**src/rtl/ssc_pkg.sv**
```systemverilog
package ssc_pkg;
  localparam int unsigned WORD_W   = 16;
  localparam int unsigned OL_N_BIT = 13;  // open-load test enable, active low
  localparam logic [WORD_W-1:0] CTRL_RST = WORD_W'(1) << OL_N_BIT;
endpackage

```
**src/rtl/ssc_sync.sv**
```systemverilog
module ssc_sync #(
  parameter int unsigned WIDTH  = 3,
  parameter int unsigned STAGES = 2,
  parameter logic [WIDTH-1:0] RST_VAL = '0
) (
  input  logic             clk_i,
  input  logic             rst_ni,
  input  logic [WIDTH-1:0] d_i,
  output logic [WIDTH-1:0] q_o
);
  logic [WIDTH-1:0] stg_q [STAGES];

  for (genvar i = 0; i < STAGES; i++) begin : g_stage
    always_ff @(posedge clk_i or negedge rst_ni) begin
      if (!rst_ni) begin
        stg_q[i] <= RST_VAL;
      end else begin
        if (i == 0) stg_q[i] <= d_i;
        else        stg_q[i] <= stg_q[(i == 0) ? 0 : i-1];
      end
    end
  end

  assign q_o = stg_q[STAGES-1];
endmodule

```
**src/rtl/ssc_shifter.sv**
```systemverilog
module ssc_shifter #(
  parameter int unsigned WORD_W = 16,
  localparam int unsigned CNT_W = $clog2(WORD_W + 1)
) (
  input  logic              clk_i,
  input  logic              rst_ni,
  input  logic              frame_start_i,
  input  logic              sck_fall_i,
  input  logic              sck_rise_i,
  input  logic              sdi_i,
  input  logic [WORD_W-1:0] status_i,
  output logic [WORD_W-1:0] rx_o,
  output logic              tx_bit_o,
  output logic              full_o
);
  logic [WORD_W-1:0] rx_q, tx_q;
  logic [CNT_W-1:0]  cnt_q;
  logic              pend_q, last_di_q;

  always_ff @(posedge clk_i or negedge rst_ni) begin
    if (!rst_ni) begin
      rx_q      <= '0;
      tx_q      <= '0;
      cnt_q     <= '0;
      pend_q    <= 1'b0;
      last_di_q <= 1'b0;
    end else if (frame_start_i) begin
      tx_q   <= status_i;
      cnt_q  <= '0;
      pend_q <= 1'b0;
    end else begin
      if (sck_fall_i) begin
        rx_q      <= {sdi_i, rx_q[WORD_W-1:1]};
        cnt_q     <= (cnt_q == CNT_W'(WORD_W)) ? CNT_W'(1) : cnt_q + CNT_W'(1);
        pend_q    <= 1'b1;
        last_di_q <= sdi_i;
      end
      // advance only once per sampled bit; forwarded data enters at the top
      if (sck_rise_i && pend_q) begin
        tx_q   <= {last_di_q, tx_q[WORD_W-1:1]};
        pend_q <= 1'b0;
      end
    end
  end

  assign rx_o     = rx_q;
  assign tx_bit_o = tx_q[0];
  assign full_o   = (cnt_q == CNT_W'(WORD_W));

  p_status_load_r3: assert property (@(posedge clk_i) disable iff (!rst_ni)
    frame_start_i |=> tx_q == $past(status_i));

  p_cnt_bound_r7: assert property (@(posedge clk_i) disable iff (!rst_ni)
    cnt_q <= CNT_W'(WORD_W));

  p_hold_without_clock_r10: assert property (@(posedge clk_i) disable iff (!rst_ni)
    (!frame_start_i && !sck_rise_i) |=> $stable(tx_q));
endmodule

```
**src/rtl/ssc_commit.sv**
```systemverilog
module ssc_commit #(
  parameter int unsigned WORD_W = 16,
  parameter logic [WORD_W-1:0] RST_VAL = '0
) (
  input  logic              clk_i,
  input  logic              rst_ni,
  input  logic              frame_end_i,
  input  logic              full_i,
  input  logic [WORD_W-1:0] rx_i,
  output logic [WORD_W-1:0] ctrl_o,
  output logic              commit_o
);
  logic [WORD_W-1:0] ctrl_q;
  logic              commit_q;

  always_ff @(posedge clk_i or negedge rst_ni) begin
    if (!rst_ni) begin
      ctrl_q   <= RST_VAL;
      commit_q <= 1'b0;
    end else begin
      commit_q <= frame_end_i && full_i;
      if (frame_end_i && full_i) ctrl_q <= rx_i;
    end
  end

  assign ctrl_o   = ctrl_q;
  assign commit_o = commit_q;

  p_strobe_single_r7: assert property (@(posedge clk_i) disable iff (!rst_ni)
    commit_q |=> !commit_q);

  p_early_end_hold_r8: assert property (@(posedge clk_i) disable iff (!rst_ni)
    (frame_end_i && !full_i) |=> ($stable(ctrl_q) && !commit_q));

  p_ctrl_only_on_commit_r7: assert property (@(posedge clk_i) disable iff (!rst_ni)
    !$stable(ctrl_q) |-> commit_q);
endmodule

```
**src/rtl/serial_ctrl_shifter.sv**
```systemverilog
module serial_ctrl_shifter
  import ssc_pkg::*;
#(
  parameter int unsigned SYNC_STAGES = 2
) (
  input  logic              clk_i,
  input  logic              rst_ni,
  input  logic              cs_ni,
  input  logic              sck_i,
  input  logic              sdi_i,
  input  logic [WORD_W-1:0] status_i,
  output logic              sdo_o,
  output logic              sdo_en_o,
  output logic [WORD_W-1:0] ctrl_o,
  output logic              commit_o
);
  logic cs_s, sck_s, sdi_s;
  logic cs_d, sck_d;
  logic cs_fall, cs_rise, sck_fall, sck_rise;
  logic [WORD_W-1:0] rx_w;
  logic full_w, tx_bit_w;

  ssc_sync #(.WIDTH(3), .STAGES(SYNC_STAGES), .RST_VAL(3'b110)) u_sync (
    .clk_i (clk_i),
    .rst_ni(rst_ni),
    .d_i   ({cs_ni, sck_i, sdi_i}),
    .q_o   ({cs_s, sck_s, sdi_s})
  );

  always_ff @(posedge clk_i or negedge rst_ni) begin
    if (!rst_ni) begin
      cs_d  <= 1'b1;
      sck_d <= 1'b1;
    end else begin
      cs_d  <= cs_s;
      sck_d <= sck_s;
    end
  end

  assign cs_fall  =  cs_d & ~cs_s;
  assign cs_rise  = ~cs_d &  cs_s;
  assign sck_fall =  sck_d & ~sck_s & ~cs_s;
  assign sck_rise = ~sck_d &  sck_s & ~cs_s;

  ssc_shifter #(.WORD_W(WORD_W)) u_shift (
    .clk_i        (clk_i),
    .rst_ni       (rst_ni),
    .frame_start_i(cs_fall),
    .sck_fall_i   (sck_fall),
    .sck_rise_i   (sck_rise),
    .sdi_i        (sdi_s),
    .status_i     (status_i),
    .rx_o         (rx_w),
    .tx_bit_o     (tx_bit_w),
    .full_o       (full_w)
  );

  ssc_commit #(.WORD_W(WORD_W), .RST_VAL(CTRL_RST)) u_commit (
    .clk_i      (clk_i),
    .rst_ni     (rst_ni),
    .frame_end_i(cs_rise),
    .full_i     (full_w),
    .rx_i       (rx_w),
    .ctrl_o     (ctrl_o),
    .commit_o   (commit_o)
  );

  // enable and loaded status leave the same register stage
  assign sdo_en_o = ~cs_d;
  assign sdo_o    = tx_bit_w;

  p_idle_clk_ignored_r9: assert property (@(posedge clk_i) disable iff (!rst_ni)
    (cs_s && cs_d) |=> $stable(full_w));

  p_no_commit_in_frame_r8: assert property (@(posedge clk_i) disable iff (!rst_ni)
    (!cs_d && !cs_s) |=> !commit_o);
endmodule

```
**config.mk**
```make
export PLATFORM = sky130hd
export DESIGN_NAME = serial_ctrl_shifter
export DESIGN_NICKNAME = d
export VERILOG_FILES = /design/src/rtl/ssc_pkg.sv /design/src/rtl/ssc_sync.sv /design/src/rtl/ssc_shifter.sv /design/src/rtl/ssc_commit.sv /design/src/rtl/serial_ctrl_shifter.sv
export SDC_FILE = /design/constraint.sdc
export NUM_CORES = 1
export LEC_CHECK = 0
export BUFFER_PORTS_ARGS = -buffer_cell sky130_fd_sc_hd__buf_2
export CAP_MARGIN = 20
export CORE_MARGIN = 1
export CORE_UTILIZATION = 35
export CTS_CLUSTER_SIZE = 16
export DETAILED_ROUTE_END_ITERATION = 16
export GPL_TIMING_DRIVEN = 0
export PLACE_DENSITY = 0.66
export SLEW_MARGIN = 30
export SYNTH_ARGS = -nofsm -noshare
export SYNTH_HDL_FRONTEND = slang
export SYNTH_SLANG_ARGS = --single-unit
```
**constraint.sdc**
```tcl
create_clock -name clk_i -period 4.6 [get_ports clk_i]
set_input_delay 0.23 -clock clk_i [delete_from_list [all_inputs] [get_ports clk_i]]
set_output_delay 0.23 -clock clk_i [all_outputs]
set_load 0.05 [all_outputs]
```
==> results.md, run 1 <==
* Ratio of cells with drive above 1 in the final layout at 0.457
* Area delta synth->final at 22.6%
* Critical path required time at 4.82 ns
* Clock root buffer: clkbuf_8
* Via count at 1542
* Cell Rows at 30
* Final setup violating endpoints at 0
* Max-slew headroom at 0.562
* Die height at 86.3 µm
* Vias/cell at 4.73
* Syn Inst Count at 170
* Clock Sinks at 63
* Routed wire per std cell at 12.9 µm
* DRC at 0
* CP max stage delay at 0.42 ns
* Worst-skew pair later-pin latency at 0.33 ns
* Crit end category: register
* WS Path Type: reg2reg
* Max Cap Viol at 0
* First-iteration detailed-routing DRC count at 128
* DRT Pass-1 Iters at 6
* Routability cong. at 0.734
* Crit path max fanout at 10
* Clock power frac at 0.373
* Worst-path cell chain: inv_1, ha_1, nand3_2, or3_1, buf_6, buf_12, mux2_4
* Sequential-to-total area share from yosys stat at 0.637
* # IOs at 40
* CTS Buf Count at 9
* Chip width at 86.3 µm
* Worst VDD drop at 0.000187 V
* All-Layer GR Usage at 0.129
* Final core utilization at 0.447
* Syn avg cell area at 14.6 µm²
* Antenna Nets Post-Route at 0
* First-pass GRT wire length at 7220 µm
* Setup TNS at 0 ns
* Pwr dens at 377 nW/µm²
* RSZ-0062 raised after global routing: false
* Pre-CTS setup slack at 2.78 ns
* I/O Buffers at 39
* Resized Gates After CTS at 0
* Fin crit share at 0.398
* Worst Hold Class: in2reg
* Bufs and invs on worst path at 3
* Area occupied by registers at 1590 µm²
* Critical Path AT at 2.05 ns
* Gate power share at 0.082
* Vias in the first global route at 1568
* WHS at 0.126 ns
* Worst setup SP type: register
* Post-Layout Inst Area at 3050 µm²
* Synth Register Bits at 63
* Clock H-tree levels at 3
* Switching pwr at 0.000278 W
* Yosys cell types at 31
* Dpl hpwl at 2820 µm
* Post-synth EDFFs at 0
* CP delay by family, top: simple AND/OR/NAND/NOR gates
* Final min period at 1.83 ns
* Clk_skew at 0.00764 ns
* Top_reg_cell synth: dfrtp_1
* Synthesized cell area at 2490 µm²
* Seq pwr share at 0.545
* CTS tree: yes
* Final Max Slew Viols at 0
* Synth async-reset ratio at 1.00
* Routed WL at 4220 µm
* Die footprint at 7460 µm²
* Slowest stage cell, crit path: dfrtp_1
* Initial core utilization at 0.364
* Clock Pin Slew Worst Setup and Hold Paths at 0.07 ns
* Grt total ovfl at 0
* Area post-placement at 2830 µm²
* Slew @ Worst Pin at 0.651 ns
* Core ar. at 6830 µm²
* Highest clock rate at 0.546 GHz
* Fillers at 664
* Mapped Nets at 193
* Commonest non-fill, non-tap cells in the layout: 56 x dfrtp_1, 42 x buf_2, 23 x mux2_2, 20 x inv_1, 16 x a222oi_1
* Leakage at 1.60 nW
* Commonest non-fill, non-tap cell in the layout: dfrtp_1
* NumNets Final at 248
* Status: finished, final reports clean
* Longest Clk Path Bufs at 2
* Area occupied by multi-input gates at 767 µm²
* Cell internal pwr at 0.000872 W
* Largest net degree at the start of global routing at 39
* N_diodes at 0
* Synth Warn # at 0
* Final worst setup slack at 2.77 ns
* Sw frac at 0.242
* Endpoints failing hold at 0
* Initial antenna violation count at 0
## worst min-delay path, delay by kind of cell
| family | cells | cell delay [ns] |
|---|---|---|
| buf+inv | 2 | 0.13 |
| compound gates | 1 | 0.07 |
## metal layers
metal / up-vias / track usage / wire length (µm)
li1: 730 / - / -
met1: 777 / 0.156 / 1950
met2: 31 / 0.201 / 2020
met3: 4 / 0.0514 / 203
met4: 0 / 0.0636 / 48
met5: - / 0 / 0
## cell usage after synthesis, types with 2 or more instances
cell type | instances | area, µm²
dfrtp_1 | 56 | 1400
mux2_2 | 23 | 259
inv_1 | 20 | 75.1
a222oi_1 | 16 | 160
mux2_4 | 9 | 135
dfstp_2 | 7 | 184
buf_2 | 4 | 20.0
o21ai_0 | 4 | 20.0
nand3_1 | 3 | 15.0
a22o_1 | 2 | 17.5
clkbuf_1 | 2 | 7.51
ha_1 | 2 | 25.0
nand2_1 | 2 | 7.51
nor2_1 | 2 | 7.51
nor2b_1 | 2 | 12.5
## final cells by class
class,count,area share
sequential,63,0.519
multi-input combinational,78,0.251
timing repair buffer,44,0.0845
clock buffer,12,0.0508
tap,96,0.0394
inverter,21,0.0258
buffer,8,0.0193
clock inverter,4,0.00943
## worst paths after layout
check                                                       end                         start  cells after the start  slack, ns
worst max-delay path            u_commit.ctrl_o[11]$_DFFE_PN0P_  u_shift.cnt_q[0]$_DFFE_PN0P_                      7       2.77
worst min-delay path                u_shift.tx_q[1]$_DFFE_PN0P_                   status_i[1]                      3       0.13
worst max register to register  u_commit.ctrl_o[11]$_DFFE_PN0P_  u_shift.cnt_q[0]$_DFFE_PN0P_                      7       2.77
worst min register to register          u_sync.q_o[1]$_DFF_PN1_     u_sync.stg_q[4]$_DFF_PN1_                      0       0.35
max in group asynchronous               u_sync.q_o[2]$_DFF_PN1_                        rst_ni                      3       3.68
min in group asynchronous          u_shift.tx_q[12]$_DFFE_PN0P_                        rst_ni                      2       0.35
## registers in the layout (all words and copies together) (netlist names)
signal and cells:
u_shift.last_di_q 1, sck_d 1, u_sync.q_o 3, u_commit.commit_o 1, u_shift.rx_o 15, cs_d 1
u_shift.cnt_q 5, u_commit.ctrl_o 16, u_shift.tx_q 16, u_shift.pend_q 1, u_sync.stg_q 3
## cell families (layout without fill, tap and decap cells)
family | Yosys count | in the layout | share of synthesized area
DFF | 63 | 63 | 0.637
muxes | 32 | 32 | 0.158
buffers and inverters | 29 | 89 | 0.0553
AOI/OAI and AO/OA | 28 | 28 | 0.0980
and+or+nand+nor | 15 | 15 | 0.0382
adders and majority gates | 2 | 2 | 0.0100
xor gates and xnor gates | 1 | 1 | 0.00352
## metrics by stage
| step | total power (W) | instances |
|---|---|---|
| floorplan | 0.000689 | 170 |
| global placement | 0.000724 | 305 |
| detailed placement | 0.000730 | 306 |
| CTS | 0.00117 | 326 |
| global route | 0.00121 | 326 |
| finish | 0.00115 | 326 |
## power by group through the flow
| stage | registers [W] | clock network (W) | logic, W |
|---|---|---|---|
| after floorplan | 0.000632 | 0 | 0.0000566 |
| after global placement | 0.000636 | 0 | 0.0000878 |
| after detailed placement | 0.000637 | 0 | 0.0000930 |
| after CTS | 0.000627 | 0.000447 | 0.0000964 |
| after global routing | 0.000632 | 0.000474 | 0.000106 |
| final | 0.000627 | 0.000429 | 0.0000942 |
## repair_timing
item / CTS / global route
setup buffers: 0 / 0
hold buffers: 4 / 0
endpoints found under the hold margin: 28 / 0
endpoints found under the setup margin: 0 / 0
Note: power is estimated with default switching activity, not from simulation.
==> inputs of run 2 (changes only) <==
- PLACE_DENSITY: 0.66 -> 0.68
- clock period: 4.6 -> 1.6 ns (I/O delays scaled with it)
==> run 2 against run 1 <==
The run now ends with negative setup slack left. Sequential power increased to 2.9 times the previous value. Global-route usage is 1.2 points higher. Flip-flop and latch count unchanged. Utilization grew 4.2 points. Register-to-register slack got worse by 2.8 ns. Largest cell class unchanged. Highest routed layer unchanged.
==> results.md, run 2 (synthesis gave the netlist of run 1 again) <==
* Final min period at 1.65 ns (was 1.83 ns)
* Slew @ Worst Pin at 0.772 ns (was 0.651 ns)
* Routed WL at 4660 µm (was 4220 µm)
* R2r worst-path depth at 4 (was 7)
* Final core utilization at 0.489 (was 0.447)
* Worst-skew pair later-pin latency at 0.33 ns (about the same)
* N_diodes at 0 (unchanged)
* FF-to-FF End: u_commit.ctrl_o[11]$_DFFE_PN0P_ (unchanged)
* WS Path Type: reg2reg (unchanged)
* Hold Path Cell Cnt at 0 (was 3)
* All-Layer GR Usage at 0.141 (was 0.129)
* R2R Setup Slk at -0.05 ns (was 2.77 ns)
* Highest clock rate at 0.606 GHz (was 0.546 GHz)
* CTS Buf Count at 9 (unchanged)
* Crit path max fanout at 10 (unchanged)
* CTS tree: yes (unchanged)
* Final worst setup slack at -0.0502 ns (was 2.77 ns)
* First-iteration detailed-routing DRC count at 132 (was 128)
* Die footprint at 7460 µm² (unchanged)
* Die height at 86.3 µm (unchanged)
* Setup crit start: u_sync.q_o[2]$_DFF_PN1_ (was u_shift.cnt_q[0]$_DFFE_PN0P_)
* Clock Pin Slew Worst Setup and Hold Paths at 0.07 ns (about the same)
* Max-slew headroom at 0.485 (was 0.562)
* Core ar. at 6830 µm² (unchanged)
* DRC at 0 (unchanged)
* Clock H-tree levels at 3 (unchanged)
* Initial core utilization at 0.364 (unchanged)
* First-pass GRT wire length at 7930 µm (was 7220 µm)
* Worst r2r src: u_sync.q_o[2]$_DFF_PN1_ (was u_shift.cnt_q[0]$_DFFE_PN0P_)
* Critical path required time at 1.82 ns (was 4.82 ns)
* Area delta synth->final at 34.2% (was 22.6%)
* Chip width at 86.3 µm (unchanged)
* Critical Path AT at 1.87 ns (was 2.05 ns)
* Clock Sinks at 63 (unchanged)
* Antenna Nets Post-Route at 0 (unchanged)
* Fillers at 617 (was 664)
* Crit end category: register (unchanged)
* Ratio of cells with drive above 1 in the final layout at 0.478 (was 0.457)
* Commonest non-fill, non-tap cells in the layout: 56 x dfrtp_1, 40 x buf_2, 23 x mux2_2, 20 x inv_1, 20 x dlygate4sd3_1 (was 56 x dfrtp_1, 42 x buf_2, 23 x mux2_2, 20 x inv_1, 16 x a222oi_1)
* Worst VDD drop at 0.000741 V (was 0.000187 V)
* Vias in the first global route at 1646 (was 1568)
* Final Max Slew Viols at 0 (unchanged)
* Failing checks: negative setup slack
* Largest net degree at the start of global routing at 64 (was 39)
* Leakage at 1.73 nW (was 1.60 nW)
* Dpl hpwl at 2790 µm (was 2820 µm)
* Endpoints failing hold at 0 (unchanged)
* DRT Pass-1 Iters at 6 (unchanged)
* Grt total ovfl at 0 (unchanged)
* Pwr dens at 1000 nW/µm² (was 377 nW/µm²)
* Status: complete, but fails checks (was finished, final reports clean)
* Via count at 1619 (was 1542)
* Clock root buffer: clkbuf_8 (unchanged)
* Longest Clk Path Bufs at 2 (unchanged)
* NumNets Final at 274 (was 248)
* Max Cap Viol at 0 (unchanged)
* Routed wire per std cell at 13.3 µm (was 12.9 µm)
* Worst setup SP type: register (unchanged)
* # IOs at 40 (unchanged)
* Met3 Usage GRT at 0.0600 (was 0.0514)
* GR Util met2 at 0.216 (was 0.201)
* Clk_skew at 0.00765 ns (was 0.00764 ns)
* Vias/cell at 4.61 (was 4.73)
* Busiest grt layer: met2 (unchanged)
* RSZ-0062 raised after global routing: true (was false)
* Met1 Track Usage GR at 0.180 (was 0.156)
* Routability cong. at 0.755 (was 0.734)
* Fin crit share at 1.03 (was 0.398)
* Initial antenna violation count at 0 (unchanged)
* WHS at 0.351 ns (was 0.126 ns)
* Cell Rows at 30 (unchanged)
* Worst Setup EP: u_commit.ctrl_o[11]$_DFFE_PN0P_ (unchanged)
* Commonest non-fill, non-tap cell in the layout: dfrtp_1 (unchanged)
* Final setup violating endpoints at 9 (was 0)
* I/O Buffers at 39 (unchanged)
* Worst Hold Class: reg2reg (was in2reg)
[run 2: changes by cell type in the layout (fill, tap and decap cells not counted), moves of 2 or more]
cell | before | now
buf_2 | 42 | 40
buf_4 | 1 | 13
buf_6 | 1 | 3
clkbuf_1 | 3 | 1
dlygate4sd3_1 | 4 | 20
[run 2: layer usage]
metal  vias to the layer above  wire (µm)
li1                        774          -
met3                         4        238
met5                         -          0
met4                         0         27
met2                        38       2220
met1                       803       2170
[run 2: how the worst min path moves through the flow]
stage | slack (ns) | endpoint | startpoint
floorplan | -0.22 | u_commit.commit_o$_DFF_PN0_ | rst_ni
global placement | 0.19 | u_sync.stg_q[4]$_DFF_PN1_ | sck_i
detailed placement | 0.19 | u_sync.stg_q[4]$_DFF_PN1_ | sck_i
CTS | 0.35 | u_sync.q_o[0]$_DFF_PN0_ | u_sync.stg_q[3]$_DFF_PN0_
global route | 0.36 | u_sync.q_o[1]$_DFF_PN1_ | u_sync.stg_q[4]$_DFF_PN1_
finish | 0.35 | u_sync.q_o[0]$_DFF_PN0_ | u_sync.stg_q[3]$_DFF_PN0_
[run 2: cell type report]
type                    count  area [µm²]  area share
flip-flops and latches     63        1590       0.474
multi-input cells          78         808       0.242
repair buffers             73         513       0.154
clock buffers              12         155      0.0464
well taps                  96         120      0.0359
inverters                  21        81.3      0.0243
plain buffers               5        58.8      0.0176
clock inverters             3        20.0     0.00599
[run 2: critical path, stage by stage, from the launching register on]
cell	delay [ns]
dfstp_2	0.59
inv_4	0.07
or3_4	0.41
buf_12	0.17
mux2_4	0.30
[run 2: where the power goes]
group / leakage (nW) / internal (W) / total, W / switching [W]
clock: 0.0845 / 0.000635 / 0.00122 / 0.000582
combinational: 0.827 / 0.000187 / 0.000339 / 0.000152
sequential: 0.818 / 0.00172 / 0.00180 / 0.0000816
[run 2: metrics by stage]
step | TNS (ns) | setup WS, ns | std cells | total power [W] | instance area, µm²
floorplan | -1.91 | -0.105 | 170 | 0.00198 | 2490
global placement | -5.49 | -0.206 | 305 | 0.00208 | 2810
detailed placement | -6.44 | -0.232 | 305 | 0.00210 | 2810
CTS | -3.00 | -0.147 | 345 | 0.00339 | 3260
global route | -1.23 | -0.100 | 351 | 0.00354 | 3340
finish | -0.323 | -0.0502 | 351 | 0.00336 | 3340
[run 2: repair_timing]
item,CTS,global route
hold buffers,20,0
setup buffers,6,7
gates cloned,0,1
gates resized for setup,8,13
setup endpoints to repair,42,38
endpoints found under the hold margin,75,0
pin swaps,2,6
==> inputs of run 3 (changes only) <==
- SETUP_SLACK_MARGIN: unset -> 0.2
==> run 3 against run 2 <==
Critical path type unchanged. Maximum frequency fell by 4.6%. Critical path depth rose by 3. Clock-buffer cell count fell by 2. Cell area rose by 7.3%. Setup slack got worse by 0.079 ns. The run still ends with negative setup slack left. Power rose by 2.0%. Clock skew rose by 0.0061 ns.
==> results.md, run 3 (synthesis gave the netlist of run 1 again) <==
* Status: complete, but fails checks (unchanged)
* Failing checks: negative setup slack (unchanged)
* Cell Rows at 30 (unchanged)
* Crit end category: register (unchanged)
* DRT Pass-1 Iters at 6 (unchanged)
* Fin crit share at 1.08 (was 1.03)
* Pwr dens at 956 nW/µm² (was 1000 nW/µm²)
* CTS Buf Count at 9 (unchanged)
* Area post-placement at 2810 µm² (about the same)
* Met3 Usage GRT at 0.0571 (was 0.0600)
* Routability cong. at 0.757 (was 0.755)
* Largest net degree at the start of global routing at 64 (unchanged)
* Final min period at 1.73 ns (was 1.65 ns)
* Antenna Nets Post-Route at 0 (unchanged)
* Switching pwr at 0.000885 W (was 0.000815 W)
* N_diodes at 0 (unchanged)
* Sw frac at 0.258 (was 0.243)
* Commonest non-fill, non-tap cells in the layout: 56 x dfrtp_1, 39 x buf_2, 25 x mux2_4, 20 x dlygate4sd3_1, 19 x inv_1 (was 56 x dfrtp_1, 40 x buf_2, 23 x mux2_2, 20 x inv_1, 20 x dlygate4sd3_1)
* Worst-skew pair later-pin latency at 0.35 ns (was 0.33 ns)
* Met1 Track Usage GR at 0.194 (was 0.180)
* Final worst setup slack at -0.129 ns (was -0.0502 ns)
* Critical Path AT at 1.97 ns (was 1.87 ns)
* Vias/cell at 4.66 (was 4.61)
* RSZ-0062 raised after global routing: true (unchanged)
* Final setup violating endpoints at 16 (was 9)
* Commonest non-fill, non-tap cell in the layout: dfrtp_1 (unchanged)
* Clock H-tree levels at 3 (unchanged)
* Endpoints failing hold at 0 (unchanged)
* Ratio of cells with drive above 1 in the final layout at 0.521 (was 0.478)
* # IOs at 40 (unchanged)
* Fillers at 608 (was 617)
* Area delta synth->final at 44.0% (was 34.2%)
* Clock Sinks at 63 (unchanged)
* Initial antenna violation count at 0 (unchanged)
* Die footprint at 7460 µm² (unchanged)
* Vias in the first global route at 1773 (was 1646)
* Initial core utilization at 0.364 (unchanged)
* GR Util met2 at 0.243 (was 0.216)
* Worst VDD drop at 0.000650 V (was 0.000741 V)
* Crit path max fanout at 5 (was 10)
* Routed wire per std cell at 14.4 µm (was 13.3 µm)
* Longest Clk Path Bufs at 2 (unchanged)
* CP max stage delay at 0.39 ns (was 0.59 ns)
* Highest clock rate at 0.578 GHz (was 0.606 GHz)
* Worst Hold Class: reg2reg (unchanged)
* Dpl hpwl at 2760 µm (was 2790 µm)
* Clock Pin Slew Worst Setup and Hold Paths at 0.08 ns (was 0.07 ns)
* Slew @ Worst Pin at 0.777 ns (was 0.772 ns)
* Core ar. at 6830 µm² (unchanged)
* R2r worst-path depth at 7 (was 4)
* Busiest grt layer: met2 (unchanged)
* Die height at 86.3 µm (unchanged)
* First-pass GRT wire length at 8510 µm (was 7930 µm)
* DRC at 0 (unchanged)
* Worst-path cell chain: inv_1, ha_2, nand3_2, or3_4, buf_8, clkbuf_16, mux2_4 (was inv_4, or3_4, buf_12, mux2_4)
* Max-slew headroom at 0.482 (was 0.485)
* I/O Buffers at 39 (unchanged)
* All-Layer GR Usage at 0.152 (was 0.141)
* WS Path Type: reg2reg (unchanged)
* CTS tree: yes (unchanged)
* Routed WL at 5220 µm (was 4660 µm)
* Max Cap Viol at 0 (unchanged)
* Leakage at 1.85 nW (was 1.73 nW)
* Cell internal pwr at 0.00254 W (about the same)
* Clock power frac at 0.357 (was 0.363)
* Clock root buffer: clkbuf_8 (unchanged)
* Grt total ovfl at 0 (unchanged)
* Post-Layout Inst Area at 3580 µm² (was 3340 µm²)
* Chip width at 86.3 µm (unchanged)
* Gate power share at 0.115 (was 0.101)
* Hold Path Cell Cnt at 0 (unchanged)
* Final Max Slew Viols at 0 (unchanged)
* Seq pwr share at 0.528 (was 0.536)
* Clk_skew at 0.0138 ns (was 0.00765 ns)
* NumNets Final at 286 (was 274)
* Critical path required time at 1.84 ns (was 1.82 ns)
* Slowest stage cell, crit path: dfrtp_1 (was dfstp_2)
* Via count at 1693 (was 1619)
* Worst setup SP type: register (unchanged)
* First-iteration detailed-routing DRC count at 88 (was 132)
* Power Total at 0.00343 W (was 0.00336 W)
[run 3: changes by cell type in the layout (fill, tap and decap cells not counted), sizes merged]
cell / previous run / this run
buf: 58 / 69
clkbuf: 12 / 11
clkinv: 1 / 2
inv: 21 / 22
[run 3: area by class of cell]
class                   count  area [µm²]  area share
plain buffers               8         108      0.0300
inverters                  21        78.8      0.0220
multi-input cells          78         881       0.246
flip-flops and latches     63        1590       0.442
clock inverters             5        33.8     0.00942
clock buffers              10         138      0.0384
repair buffers             82         641       0.179
well taps                  96         120      0.0335
[run 3: power groups by stage]
stage | clock network, W | registers, W | logic [W]
2_1_floorplan | 0 | 0.00182 | 0.000163
3_3_place_gp | 0 | 0.00183 | 0.000253
3_5_place_dp | 0 | 0.00183 | 0.000263
4_1_cts | 0.00125 | 0.00180 | 0.000375
5_1_grt | 0.00134 | 0.00182 | 0.000432
6_report | 0.00122 | 0.00181 | 0.000393
[run 3: timing repair]
item | CTS | global route
pin swaps | 13 | 6
setup buffers | 14 | 6
hold buffers | 20 | 0
resized for setup | 53 | 10
endpoints found under the setup margin | 54 | 54
cloned | 2 | 1
hold endpoints to repair | 75 | 0
[run 3: final timing paths]
path,from,to,slack [ns]
setup reg to reg,u_shift.cnt_q[0]$_DFFE_PN0P_,u_commit.ctrl_o[12]$_DFFE_PN0P_,-0.13
min in group asynchronous,rst_ni,u_shift.tx_q[10]$_DFFE_PN0P_,0.36
hold reg to reg,u_sync.stg_q[3]$_DFF_PN0_,u_sync.q_o[0]$_DFF_PN0_,0.35
max in group asynchronous,rst_ni,u_shift.tx_q[4]$_DFFE_PN0P_,0.72
setup / recovery,u_shift.cnt_q[0]$_DFFE_PN0P_,u_commit.ctrl_o[12]$_DFFE_PN0P_,-0.13
hold / removal,u_sync.stg_q[3]$_DFF_PN0_,u_sync.q_o[0]$_DFF_PN0_,0.35
[run 3: per-stage QoR]
stage | setup WS, ns | hold slack (ns) | TNS [ns] | utilization | std cells
global route | -0.175 | 0.361 | -3.15 | 0.525 | 363
finish | -0.129 | 0.351 | -1.71 | 0.525 | 363
floorplan | -0.105 | -0.216 | -1.91 | - | 170
CTS | -0.113 | 0.352 | -1.45 | 0.509 | 356
detailed placement | -0.219 | 0.189 | -5.04 | 0.411 | 305
global placement | -0.208 | 0.186 | -4.98 | 0.411 | 305
[run 3: per-layer routing]
metal,part of all wire,vias up,routed length (µm)
li1,-,802,-
met1,0.45,847,2340
met2,0.50,39,2630
met3,0.040,5,208
met4,0.0082,0,43
met5,0,-,0
[run 3: worst max-delay path, delay by kind of cell, from the launching register on]
| family | cells | cell delay [ns] |
|---|---|---|
| flip-flops | 1 | 0.39 |
| AND/OR/NAND/NOR | 2 | 0.42 |
| adder cells (fa/ha/maj) | 1 | 0.17 |
| multiplexers | 1 | 0.29 |
| buffers and inverters | 3 | 0.35 |
